==> config.mk <==
export PLATFORM = sky130hd
export DESIGN_NAME = rand_accum_engine
export DESIGN_NICKNAME = d
export VERILOG_FILES = /design/src/rtl/rae_pkg.sv /design/src/rtl/rae_cfg_regs.sv /design/src/rtl/rae_index_gen.sv /design/src/rtl/rae_sequencer.sv /design/src/rtl/rae_accum_path.sv /design/src/rtl/rand_accum_engine.sv
export SDC_FILE = /design/constraint.sdc
export NUM_CORES = 1
export LEC_CHECK = 0
export BUFFER_PORTS_ARGS = -buffer_cell sky130_fd_sc_hd__buf_2
export CELL_PAD_IN_SITES_DETAIL_PLACEMENT = 1
export CELL_PAD_IN_SITES_GLOBAL_PLACEMENT = 1
export CORE_MARGIN = 2
export CORE_UTILIZATION = 40
export DETAILED_ROUTE_END_ITERATION = 10
export GPL_TIMING_DRIVEN = 0
export PLACE_DENSITY = 0.73
export SLEW_MARGIN = 20
export SYNTH_ARGS = -nofsm -noshare
export SYNTH_HDL_FRONTEND = slang
export SYNTH_SLANG_ARGS = --single-unit
==> constraint.sdc <==
create_clock -name clk -period 8.5 [get_ports clk]
set_clock_uncertainty 0.2 [all_clocks]
set_input_delay 0 -clock clk [delete_from_list [all_inputs] [get_ports clk]]
set_output_delay 0 -clock clk [all_outputs]
set_load 0.05 [all_outputs]
==> src/rtl/rae_pkg.sv <==
package rae_pkg;

  typedef enum logic [1:0] {
    CFG_POLY  = 2'd0,
    CFG_SEED  = 2'd1,
    CFG_IBITS = 2'd2,
    CFG_REPS  = 2'd3
  } cfg_sel_e;

  typedef enum logic [1:0] {
    ST_IDLE  = 2'd0,
    ST_ISSUE = 2'd1,
    ST_DRAIN = 2'd2,
    ST_FIN   = 2'd3
  } seq_state_e;

endpackage

==> src/rtl/rae_cfg_regs.sv <==
module rae_cfg_regs
  import rae_pkg::*;
#(
  parameter int unsigned SW  = 16,
  parameter int unsigned CW  = 8,
  parameter int unsigned IBW = 5,
  parameter logic [SW-1:0]  POLY_RST = 16'h002D,
  parameter logic [IBW-1:0] IB_RST   = 5'd8,
  parameter logic [CW-1:0]  REPS_RST = 8'd12
) (
  input  logic           clk,
  input  logic           rst_n,
  input  logic           cfg_we,
  input  logic [1:0]     cfg_sel,
  input  logic [SW-1:0]  cfg_wdata,
  input  logic           busy,
  output logic [SW-1:0]  poly,
  output logic [IBW-1:0] ib,
  output logic [CW-1:0]  reps,
  output logic           seed_load,
  output logic [SW-1:0]  seed_val
);

  localparam logic [SW-1:0]  IB_MAX_W = SW'(SW);
  localparam logic [IBW-1:0] IB_MAX   = IBW'(SW);
  localparam logic [IBW-1:0] IB_MIN   = IBW'(1);

  cfg_sel_e       sel;
  logic           wr_ok;
  logic [IBW-1:0] ib_sat;
  logic [SW-1:0]  poly_q, poly_d;
  logic [IBW-1:0] ib_q, ib_d;
  logic [CW-1:0]  reps_q, reps_d;

  assign sel   = cfg_sel_e'(cfg_sel);
  assign wr_ok = cfg_we & ~busy;

  // saturate the width to 1..SW on the full written value
  always_comb begin
    if (cfg_wdata == '0)           ib_sat = IB_MIN;
    else if (cfg_wdata > IB_MAX_W) ib_sat = IB_MAX;
    else                           ib_sat = cfg_wdata[IBW-1:0];
  end

  always_comb begin
    poly_d = poly_q;
    ib_d   = ib_q;
    reps_d = reps_q;
    if (wr_ok) begin
      unique case (sel)
        CFG_POLY:  poly_d = cfg_wdata;
        CFG_IBITS: ib_d   = ib_sat;
        CFG_REPS:  reps_d = cfg_wdata[CW-1:0];
        default:   ;
      endcase
    end
  end

  always_ff @(posedge clk or negedge rst_n) begin
    if (!rst_n) begin
      poly_q <= POLY_RST;
      ib_q   <= IB_RST;
      reps_q <= REPS_RST;
    end else begin
      poly_q <= poly_d;
      ib_q   <= ib_d;
      reps_q <= reps_d;
    end
  end

  assign poly      = poly_q;
  assign ib        = ib_q;
  assign reps      = reps_q;
  assign seed_load = wr_ok && (sel == CFG_SEED);
  assign seed_val  = cfg_wdata;

endmodule

==> src/rtl/rae_index_gen.sv <==
module rae_index_gen #(
  parameter int unsigned   SW       = 16,
  parameter int unsigned   IBW      = 5,
  parameter logic [SW-1:0] SEED_RST = 16'hACE1
) (
  input  logic           clk,
  input  logic           rst_n,
  input  logic           load,
  input  logic [SW-1:0]  load_val,
  input  logic           adv,
  input  logic [SW-1:0]  poly,
  input  logic [IBW-1:0] ib,
  output logic [SW-1:0]  index
);

  logic [SW-1:0] st_q, st_d;
  logic [SW-1:0] chain [0:SW];

  // unrolled chain of single steps; the tap picks step count ib
  assign chain[0] = st_q;
  for (genvar k = 0; k < SW; k++) begin : g_step
    assign chain[k+1] = {^(chain[k] & poly), chain[k][SW-1:1]};
  end

  // keep only the ib low state bits
  for (genvar j = 0; j < SW; j++) begin : g_mask
    localparam logic [IBW-1:0] JV = IBW'(j);
    assign index[j] = st_q[j] & (JV < ib);
  end

  always_comb begin
    st_d = st_q;
    if (load)     st_d = load_val;
    else if (adv) st_d = chain[ib];
  end

  always_ff @(posedge clk or negedge rst_n) begin
    if (!rst_n) st_q <= SEED_RST;
    else        st_q <= st_d;
  end

endmodule

==> src/rtl/rae_sequencer.sv <==
module rae_sequencer
  import rae_pkg::*;
#(
  parameter int unsigned CW = 8
) (
  input  logic          clk,
  input  logic          rst_n,
  input  logic          start,
  input  logic [CW-1:0] reps,
  output logic          accept,
  output logic          issue,
  output logic          busy,
  output logic          done
);

  localparam logic [CW-1:0] ONE = CW'(1);

  seq_state_e    st_q, st_d;
  logic [CW-1:0] rem_q, rem_d;

  always_comb begin
    st_d   = st_q;
    rem_d  = rem_q;
    accept = 1'b0;
    unique case (st_q)
      ST_IDLE: begin
        if (start) begin
          accept = 1'b1;
          rem_d  = reps;
          st_d   = (reps == '0) ? ST_FIN : ST_ISSUE;
        end
      end
      ST_ISSUE: begin
        rem_d = rem_q - ONE;
        if (rem_q == ONE) st_d = ST_DRAIN;
      end
      ST_DRAIN: st_d = ST_FIN;
      ST_FIN:   st_d = ST_IDLE;
      default:  st_d = ST_IDLE;
    endcase
  end

  always_ff @(posedge clk or negedge rst_n) begin
    if (!rst_n) begin
      st_q  <= ST_IDLE;
      rem_q <= '0;
    end else begin
      st_q  <= st_d;
      rem_q <= rem_d;
    end
  end

  assign issue = (st_q == ST_ISSUE);
  assign busy  = (st_q != ST_IDLE);
  assign done  = (st_q == ST_FIN);

endmodule

==> src/rtl/rae_accum_path.sv <==
module rae_accum_path #(
  parameter int unsigned AW = 16,
  parameter int unsigned DW = 16
) (
  input  logic          clk,
  input  logic          rst_n,
  input  logic          accept,
  input  logic [AW-1:0] base_in,
  input  logic [DW-1:0] sample_in,
  input  logic          issue,
  input  logic [AW-1:0] index,
  output logic          mem_re,
  output logic [AW-1:0] mem_raddr,
  input  logic [DW-1:0] mem_rdata,
  output logic          mem_we,
  output logic [AW-1:0] mem_waddr,
  output logic [DW-1:0] mem_wdata,
  output logic [AW-1:0] base_q,
  output logic [DW-1:0] sample_q
);

  logic [AW-1:0] base_d;
  logic [DW-1:0] sample_d;
  logic          b_vld_q, b_vld_d;
  logic [AW-1:0] b_addr_q, b_addr_d;
  logic          lw_vld_q, lw_vld_d;
  logic [AW-1:0] lw_addr_q, lw_addr_d;
  logic [DW-1:0] lw_data_q, lw_data_d;
  logic [AW-1:0] raddr;
  logic          fwd;
  logic [DW-1:0] opnd, sum;

  // address wraps in the AW-bit space
  assign raddr = base_q + index;

  // the write one cycle back was not yet visible to the read now returning
  assign fwd  = lw_vld_q && (lw_addr_q == b_addr_q);
  assign opnd = fwd ? lw_data_q : mem_rdata;
  assign sum  = opnd + sample_q;

  always_comb begin
    base_d    = base_q;
    sample_d  = sample_q;
    b_addr_d  = b_addr_q;
    lw_addr_d = lw_addr_q;
    lw_data_d = lw_data_q;
    if (accept) begin
      base_d   = base_in;
      sample_d = sample_in;
    end
    b_vld_d = issue;
    if (issue) b_addr_d = raddr;
    lw_vld_d = b_vld_q;
    if (b_vld_q) begin
      lw_addr_d = b_addr_q;
      lw_data_d = sum;
    end
  end

  always_ff @(posedge clk or negedge rst_n) begin
    if (!rst_n) begin
      base_q    <= '0;
      sample_q  <= '0;
      b_vld_q   <= 1'b0;
      b_addr_q  <= '0;
      lw_vld_q  <= 1'b0;
      lw_addr_q <= '0;
      lw_data_q <= '0;
    end else begin
      base_q    <= base_d;
      sample_q  <= sample_d;
      b_vld_q   <= b_vld_d;
      b_addr_q  <= b_addr_d;
      lw_vld_q  <= lw_vld_d;
      lw_addr_q <= lw_addr_d;
      lw_data_q <= lw_data_d;
    end
  end

  assign mem_re    = issue;
  assign mem_raddr = raddr;
  assign mem_we    = b_vld_q;
  assign mem_waddr = b_addr_q;
  assign mem_wdata = sum;

endmodule

==> src/rtl/rand_accum_engine.sv <==
module rand_accum_engine #(
  parameter int unsigned AW = 16,
  parameter int unsigned DW = 16,
  parameter int unsigned SW = 16,
  parameter int unsigned CW = 8
) (
  input  logic          clk,
  input  logic          rst_n,
  input  logic          cfg_we,
  input  logic [1:0]    cfg_sel,
  input  logic [SW-1:0] cfg_wdata,
  input  logic          start,
  input  logic [AW-1:0] base,
  input  logic [DW-1:0] sample,
  output logic          busy,
  output logic          done,
  output logic          mem_re,
  output logic [AW-1:0] mem_raddr,
  input  logic [DW-1:0] mem_rdata,
  output logic          mem_we,
  output logic [AW-1:0] mem_waddr,
  output logic [DW-1:0] mem_wdata
);

  localparam int unsigned IBW = $clog2(SW + 1);

  logic [SW-1:0]  poly;
  logic [IBW-1:0] ib_eff;
  logic [CW-1:0]  reps;
  logic           seed_load;
  logic [SW-1:0]  seed_val;
  logic           accept, issue;
  logic [SW-1:0]  index;
  logic [AW-1:0]  base_q;
  logic [DW-1:0]  sample_q;

  rae_cfg_regs #(
    .SW(SW), .CW(CW), .IBW(IBW),
    .POLY_RST(SW'(16'h002D)), .IB_RST(IBW'(8)), .REPS_RST(CW'(12))
  ) u_cfg (
    .clk(clk), .rst_n(rst_n),
    .cfg_we(cfg_we), .cfg_sel(cfg_sel), .cfg_wdata(cfg_wdata),
    .busy(busy),
    .poly(poly), .ib(ib_eff), .reps(reps),
    .seed_load(seed_load), .seed_val(seed_val)
  );

  rae_index_gen #(
    .SW(SW), .IBW(IBW), .SEED_RST(SW'(16'hACE1))
  ) u_gen (
    .clk(clk), .rst_n(rst_n),
    .load(seed_load), .load_val(seed_val),
    .adv(issue), .poly(poly), .ib(ib_eff),
    .index(index)
  );

  rae_sequencer #(.CW(CW)) u_seq (
    .clk(clk), .rst_n(rst_n),
    .start(start), .reps(reps),
    .accept(accept), .issue(issue), .busy(busy), .done(done)
  );

  rae_accum_path #(.AW(AW), .DW(DW)) u_acc (
    .clk(clk), .rst_n(rst_n),
    .accept(accept), .base_in(base), .sample_in(sample),
    .issue(issue), .index(AW'(index)),
    .mem_re(mem_re), .mem_raddr(mem_raddr), .mem_rdata(mem_rdata),
    .mem_we(mem_we), .mem_waddr(mem_waddr), .mem_wdata(mem_wdata),
    .base_q(base_q), .sample_q(sample_q)
  );

endmodule

# Word level (Yosys, flattened, before mapping)
# Index checks and enable logic that the tools add are counted.
[classes] reduce_logical=30 n_addsub=3 muxes=16 bitwise_logic=35 order_cmp=18 n_eq_ne=10
[ops] cell="16-bit AND" count=16
[ops] cell="16-bit parity" count=16
[ops] cell="16-bit binary-select mux with 5-bit select" count=1
[ops] cell="16-bit two-way mux" count=5
[ops] cell="4-bit by 5-bit < comparator with 1-bit output, first input constant" count=8
[ops] cell="16-bit adder" count=2
[ops] cell="3-bit by 5-bit < comparator with 1-bit output, first input constant" count=4
[ops] cell="1-bit AND" count=17
[ops] cell="16-bit == test" count=1
[ops] cell="16-bit by 5-bit > comparator with 1-bit output, second input constant" count=1
[ops] cell="16-bit zero test" count=1
[ops] cell="8-bit one-hot mux with 2 select lines" count=1
[ops] cell="1-bit by 5-bit < comparator with 1-bit output, first input constant" count=2
[ops] cell="2-bit by 5-bit < comparator with 1-bit output, first input constant" count=2
[ops] cell="5-bit two-way mux" count=2
[ops] cell="2-bit AND reduction" count=5
[ops] cell="2-bit == test, second input constant" count=4
[ops] cell="8-bit by 1-bit == test with 1-bit output, second input constant" count=1
[ops] cell="8-bit zero test" count=1
[ops] cell="8-bit two-way mux" count=1
[ops] cell="2-bit one-hot mux with 4 select lines" count=1
[ops] cell="8-bit by 1-bit subtractor with 8-bit output, second input constant" count=1
[ops] cell="6-bit greater-or-equal comparator, second input constant" count=1
[ops] cell="2-bit two-way mux" count=3
[ops] cell="other kinds (8)" count=15
[totals] word_cells=125 regBits=137 out_inout_bits=52 input_bits=70

# Longest topological paths before layout
[depth] depth_word=37 mapped_depth=30 depth_no_buf=26

# By module
# From an unflattened synthesis, not the netlist that was laid out.
[hier_totals] cells_unflattened=1590 hier_area_um2=13445.4
[modules_own_cells] mod="rae_index_gen" area_per_inst_um2=6565.0 seq_area_each_um2=410.4 cells_each=967 instances=1
[modules_own_cells] mod="rae_accum_path" area_per_inst_um2=4873.4 seq_area_each_um2=2052.0 cells_each=455 instances=1
[modules_own_cells] mod="rae_cfg_regs" area_per_inst_um2=1296.2 seq_area_each_um2=734.5 cells_each=93 instances=1
[modules_own_cells] mod="rae_sequencer" area_per_inst_um2=710.7 seq_area_each_um2=250.2 cells_each=75 instances=1

# Worst setup path before layout
# No wires, ideal clock.
[synth_path] path_kind="register to register" startpoint="register u_gen.st_q[13]" endpoint="register u_gen.st_q[15]" path_buffers=3 setup_time_ns=0.075 slack_ns=1.072 t_required_ns=8.225 stages_incl_launch_ff=29 arrival_time_ns=7.153 synth_period_minus_slack_ns=7.428 path_cell_list="dfstp_2 buf_2 nand2_1 xnor3_1 xnor3_1 xnor3_2 buf_2 nor3_1 a211o_1 a21oi_1 xnor3_2 xor2_2 and4b_4 or4_4 buf_6 a21o_1 a2111o_1 and4_4 o211a_1 or4_4 a21oi_2 xnor3_1 a21o_1 o211a_1 or4b_1 a31o_1 a211oi_2 a211oi_1 o22ai_2"
[synth_between] elab_chain_cells=37
[synth_lines] element="from (decl)" line="rae_index_gen.sv:16" source="logic [SW-1:0] st_q, st_d;"
[synth_lines] element="from (signal assigned)" line="rae_index_gen.sv:39" source="else st_q <= st_d;"
[synth_lines] element="16-bit AND" line="rae_index_gen.sv:22" source="assign chain[k+1] = {^(chain[k] & poly), chain[k][SW-1:1]};"
[synth_lines] element="16-bit parity" line="rae_index_gen.sv:22"
[synth_lines] element="16-bit AND" line="rae_index_gen.sv:22"
[synth_lines] element="16-bit parity" line="rae_index_gen.sv:22"
[synth_lines] element="16-bit AND" line="rae_index_gen.sv:22"
[synth_lines] element="16-bit parity" line="rae_index_gen.sv:22"
[synth_lines] element="16-bit AND" line="rae_index_gen.sv:22"
[synth_lines] element="16-bit parity" line="rae_index_gen.sv:22"
[synth_lines] element="[20 not listed]"
[synth_lines] element="16-bit AND" line="rae_index_gen.sv:22"
[synth_lines] element="16-bit parity" line="rae_index_gen.sv:22"
[synth_lines] element="16-bit AND" line="rae_index_gen.sv:22"
[synth_lines] element="16-bit parity" line="rae_index_gen.sv:22"
[synth_lines] element="16-bit binary-select mux with 5-bit select (*)" line="rae_index_gen.sv:34" source="else if (adv) st_d = chain[ib];"
[synth_lines] element="16-bit two-way mux (not written as such) (*) (2 in a row)" line="rae_index_gen.sv:34"
[synth_lines] element="16-bit two-way mux (*)" line="rae_index_gen.sv:34"
[synth_lines] element="16-bit two-way mux (*)" line="rae_index_gen.sv:33" source="if (load) st_d = load_val;"
# Every way passes the cells marked *; elsewhere a longest branch is shown, timed or not. The select of a mux whose other input is x is not followed.
# A chain may end at the register's enable or synchronous reset.

# Worst setup path after layout
[layout_path] startpoint="register u_cfg.poly_q[3] (netlist: u_cfg.poly[3])" endpoint="register u_gen.st_q[15]"
[layout_between] elab_chain_cells=37
[layout_lines] element="from (decl)" line="rae_cfg_regs.sv:31" source="logic [SW-1:0] poly_q, poly_d;"
[layout_lines] element="from (signal assigned)" line="rae_cfg_regs.sv:65" source="poly_q <= poly_d;"
[layout_lines] element="16-bit AND" line="rae_index_gen.sv:22"
[layout_lines] element="16-bit parity" line="rae_index_gen.sv:22"
[layout_lines] element="16-bit AND" line="rae_index_gen.sv:22"
[layout_lines] element="16-bit parity" line="rae_index_gen.sv:22"
[layout_lines] element="16-bit AND" line="rae_index_gen.sv:22"
[layout_lines] element="16-bit parity" line="rae_index_gen.sv:22"
[layout_lines] element="16-bit AND" line="rae_index_gen.sv:22"
[layout_lines] element="16-bit parity" line="rae_index_gen.sv:22"
[layout_lines] element="[20 not listed]"
[layout_lines] element="16-bit AND" line="rae_index_gen.sv:22"
[layout_lines] element="16-bit parity" line="rae_index_gen.sv:22"
[layout_lines] element="16-bit AND" line="rae_index_gen.sv:22"
[layout_lines] element="16-bit parity" line="rae_index_gen.sv:22"
[layout_lines] element="16-bit binary-select mux with 5-bit select (*)" line="rae_index_gen.sv:34"
[layout_lines] element="16-bit two-way mux (not written as such) (*) (2 in a row)" line="rae_index_gen.sv:34"
[layout_lines] element="16-bit two-way mux (*)" line="rae_index_gen.sv:34"
[layout_lines] element="16-bit two-way mux (*)" line="rae_index_gen.sv:33"
# Marks and branches as above.

==> reports/results.ini <==
[outcome]
outcome=complete, but fails checks
violations=hold timing

[worst_setup_path]
slowest_delay_ns=0.61
crit_family=compound AO/OA/AOI/OAI gates
crit_arrival_ns=8.44
worstPathRequired_ns=8.67
crit_fanout=10
crit_slowest_cell=dfstp_2
critPathKind=reg -> reg
worst-path-buf-inv=4
crit_path_end_kind=flop
cp_common_cell=buf_6
cp-start-kind=flop

[detailed_routing]
ant_nets=0
routed_wl_um=48140
avgViaCountPerCell=5.658
dr.pass1.iters=5
vias=12170
drtIter0Drc=664
wl_per_cell_um=22.38
drc=0

[cts]
clk_latency_ns=0.45
cts.reportedPaths.clkPinSlew_ns=0.07
cts_tree=done
root_buffer=clkbuf_16
cts.sinks=137
cts.path.max_buffers=2
htree_levels=4
numCtsBuffers=17

[timing]
setup_viol=0
fmax_ghz=0.1209
slew_viol_final=0
min_period_over_period_pct=97.30
max_slew_margin_pct=41.73
worstMarginPinSlew_ns=0.8678
hold_violations=1
post-route-min-period_ns=8.271
fin_hold_ws_ns=-0.001153

[synth]
synth_seq_area_share_pct=26.68
ys_warn_count=0
synthCells=1515
synthTopCellsByArea=dfrtp_1, xnor2_1, mux2_2
synth.distinct_cells=90
async_flop_share_pct=100.0
synth_edf_count=0
syn_nets=1623
synthDominantCellAreaShare_pct=23.63
ys.flop_type=dfrtp_1
ys_seq_elements=137
yosysTopAreaCell=dfrtp_1
synth.cell_area_mm2=0.01292
syn_avg_cell_area_um2=8.527

[floorplan]
initial_core_util_pct=40.73
die-width_um=183.7
dieArea_mm2=0.03375
rows=65
ios=122
die_h_um=183.7
core_area_mm2=0.03172

[layout]
multi_input_area_mm2=0.009080
area_growth_pct=21.43
drive_above_1_share_pct=23.64
fin_cells=2151
ff_latch_area_mm2=0.003448
nNetsFinal=1842
fill_cells=3782

[job]
maxCapViolCount=0

[global_routing]
first_global_vias=13180
grt_pass1_wl_um=75510
antenna_found_initial=4
grt_max_degree=89
grt.total_usage_pct=28.99
overflow=0

[placement]
place_inst=2039
gp_congestion=0.9449
port-buffer-count=121
dp_hpwl_um=35180

[min_path]
hold_class=in -> reg

[cell families (layout without fill, tap and decap cells)]
family                     Yosys count  count (layout)  synth area share, %
and+or+nand+nor                    460             460                15.25
xor gates and xnor gates           263             263                20.14
other                                0               2                    0
buffers and inverters              155             387                5.094
adders and majority gates           38              38                3.797
AOI/OAI and AO/OA                  311             311                15.97
DFF                                137             137                26.68
muxes                              151             151                13.07
[registers in the layout, indices dropped and copies added (netlist names)]
signal / cells
u_acc.sample_q: 16
u_cfg.reps: 8
u_acc.mem_waddr: 16
u_seq.st_q: 2
u_cfg.ib: 5
u_cfg.poly: 16
u_acc.lw_data_q: 16
u_acc.lw_vld_q: 1
u_acc.mem_we: 1
u_acc.base_q: 16
u_seq.rem_q: 8
u_gen.st_q: 16
u_acc.lw_addr_q: 16
[area by class of cell]
class,count,share of cell area (%)
Clock inverter,13,0.8454
Clock buffer,19,2.760
Tap cell,402,3.206
Timing Repair Buffer,206,9.180
Buffer,107,3.111
Sequential cell,137,21.98
Antenna cell,2,0.03190
Inverter,42,1.005
Multi-Input combinational cell,1223,57.88
[worst paths after layout]
check / startpoint / to / slack (ns) / depth (start not counted)
max in group asynchronous: rst_n / u_cfg.poly[5]$_DFFE_PN1P_ / 7.12 / 4
min: mem_rdata[15] / u_acc.lw_data_q[15]$_DFFE_PN0P_ / -0.001 / 5
max reg2reg: u_cfg.poly[3]$_DFFE_PN1P_ / u_gen.st_q[15]$_DFFE_PN1P_ / 0.23 / 30
min in group asynchronous: rst_n / u_cfg.reps[3]$_DFFE_PN1P_ / 0.46 / 3
max: u_cfg.poly[3]$_DFFE_PN1P_ / u_gen.st_q[15]$_DFFE_PN1P_ / 0.23 / 30
min reg2reg: u_acc.mem_we$_DFF_PN0_ / u_acc.lw_vld_q$_DFF_PN0_ / 0.20 / 0
[tightest hold or removal path, cell delays in order]
cell	delay [ns]
buf_2	0.07
mux2i_1	0.07
xnor2_1	0.17
xnor2_1	0.13
mux2_2	0.15
[cell usage in the layout, fill, tap and decap left out, drive strengths merged, types with 46 or more instances in the layout]
cell type / count
mux2: 121
nor2: 81
inv: 46
xnor2: 192
dlygate4sd3: 57
xor2: 53
dfrtp: 122
a21oi: 83
o21ai: 71
clkbuf: 88
buf: 187
nand2: 279
[per-layer routing]
metal	track usage (%)	up-vias	part of all wire [%]
met3	4.596	87	5.1
met5	0	-	0.027
met2	50.70	342	50
met1	36.18	6081	42
met4	10.14	2	3.1
li1	-	5658	-
[synthesized netlist by cell type (4+ instances only)]
master and number:
o221ai_1 5, a211oi_1 24, ha_1 36, nand2_1 277, a21boi_0 10, buf_4 6
nor4_1 5, o31ai_1 6, nor2b_1 7, buf_6 4, o211ai_1 10, a221o_1 4
mux2_2 121, xnor2_1 189, nor3b_1 4, o22ai_1 9, xor2_1 50, nor3_1 19
mux2i_1 28, nor2_1 80, and3_1 5, dfstp_2 15, clkbuf_1 71, nand3_1 26
inv_1 37, a21oi_1 82, o21ai_0 68, or2_2 6, xnor3_1 14, buf_2 19
and2_1 5, o21bai_1 22, a32oi_1 6, a31oi_1 5, o211a_1 4, buf_1 13
dfrtp_1 122, nand4_1 8, a311oi_1 4, o21a_1 4, a21o_1 10
[through the flow]
stage	setup WS [ns]	area [um2]	hold WS [ns]	util, %	TNS [ns]
2_1_floorplan	1.072	12920	-0.4956	-	0
3_3_place_gp	-0.4562	14030	0.03183	44.22	-0.7447
3_5_place_dp	-0.5812	14070	-0.2665	44.36	-1.046
4_1_cts	0.02907	15350	0.003146	48.39	0
5_1_grt	-0.06761	15690	0.07639	49.45	-0.06761
6_report	0.2292	15690	-0.001153	49.46	0
[what timing repair did]
item,4_1_cts,5_1_grt
setup buffers,2,24
cloned,0,0
gates resized for setup,16,38
hold buffers,58,0
setup endpoints to repair,4,4
pin swaps,1,22
endpoints found under the hold margin,211,0
Power is left out: the tool's default activity adds up to more than one toggle a clock period on the data nets, which glitch-free logic cannot reach.
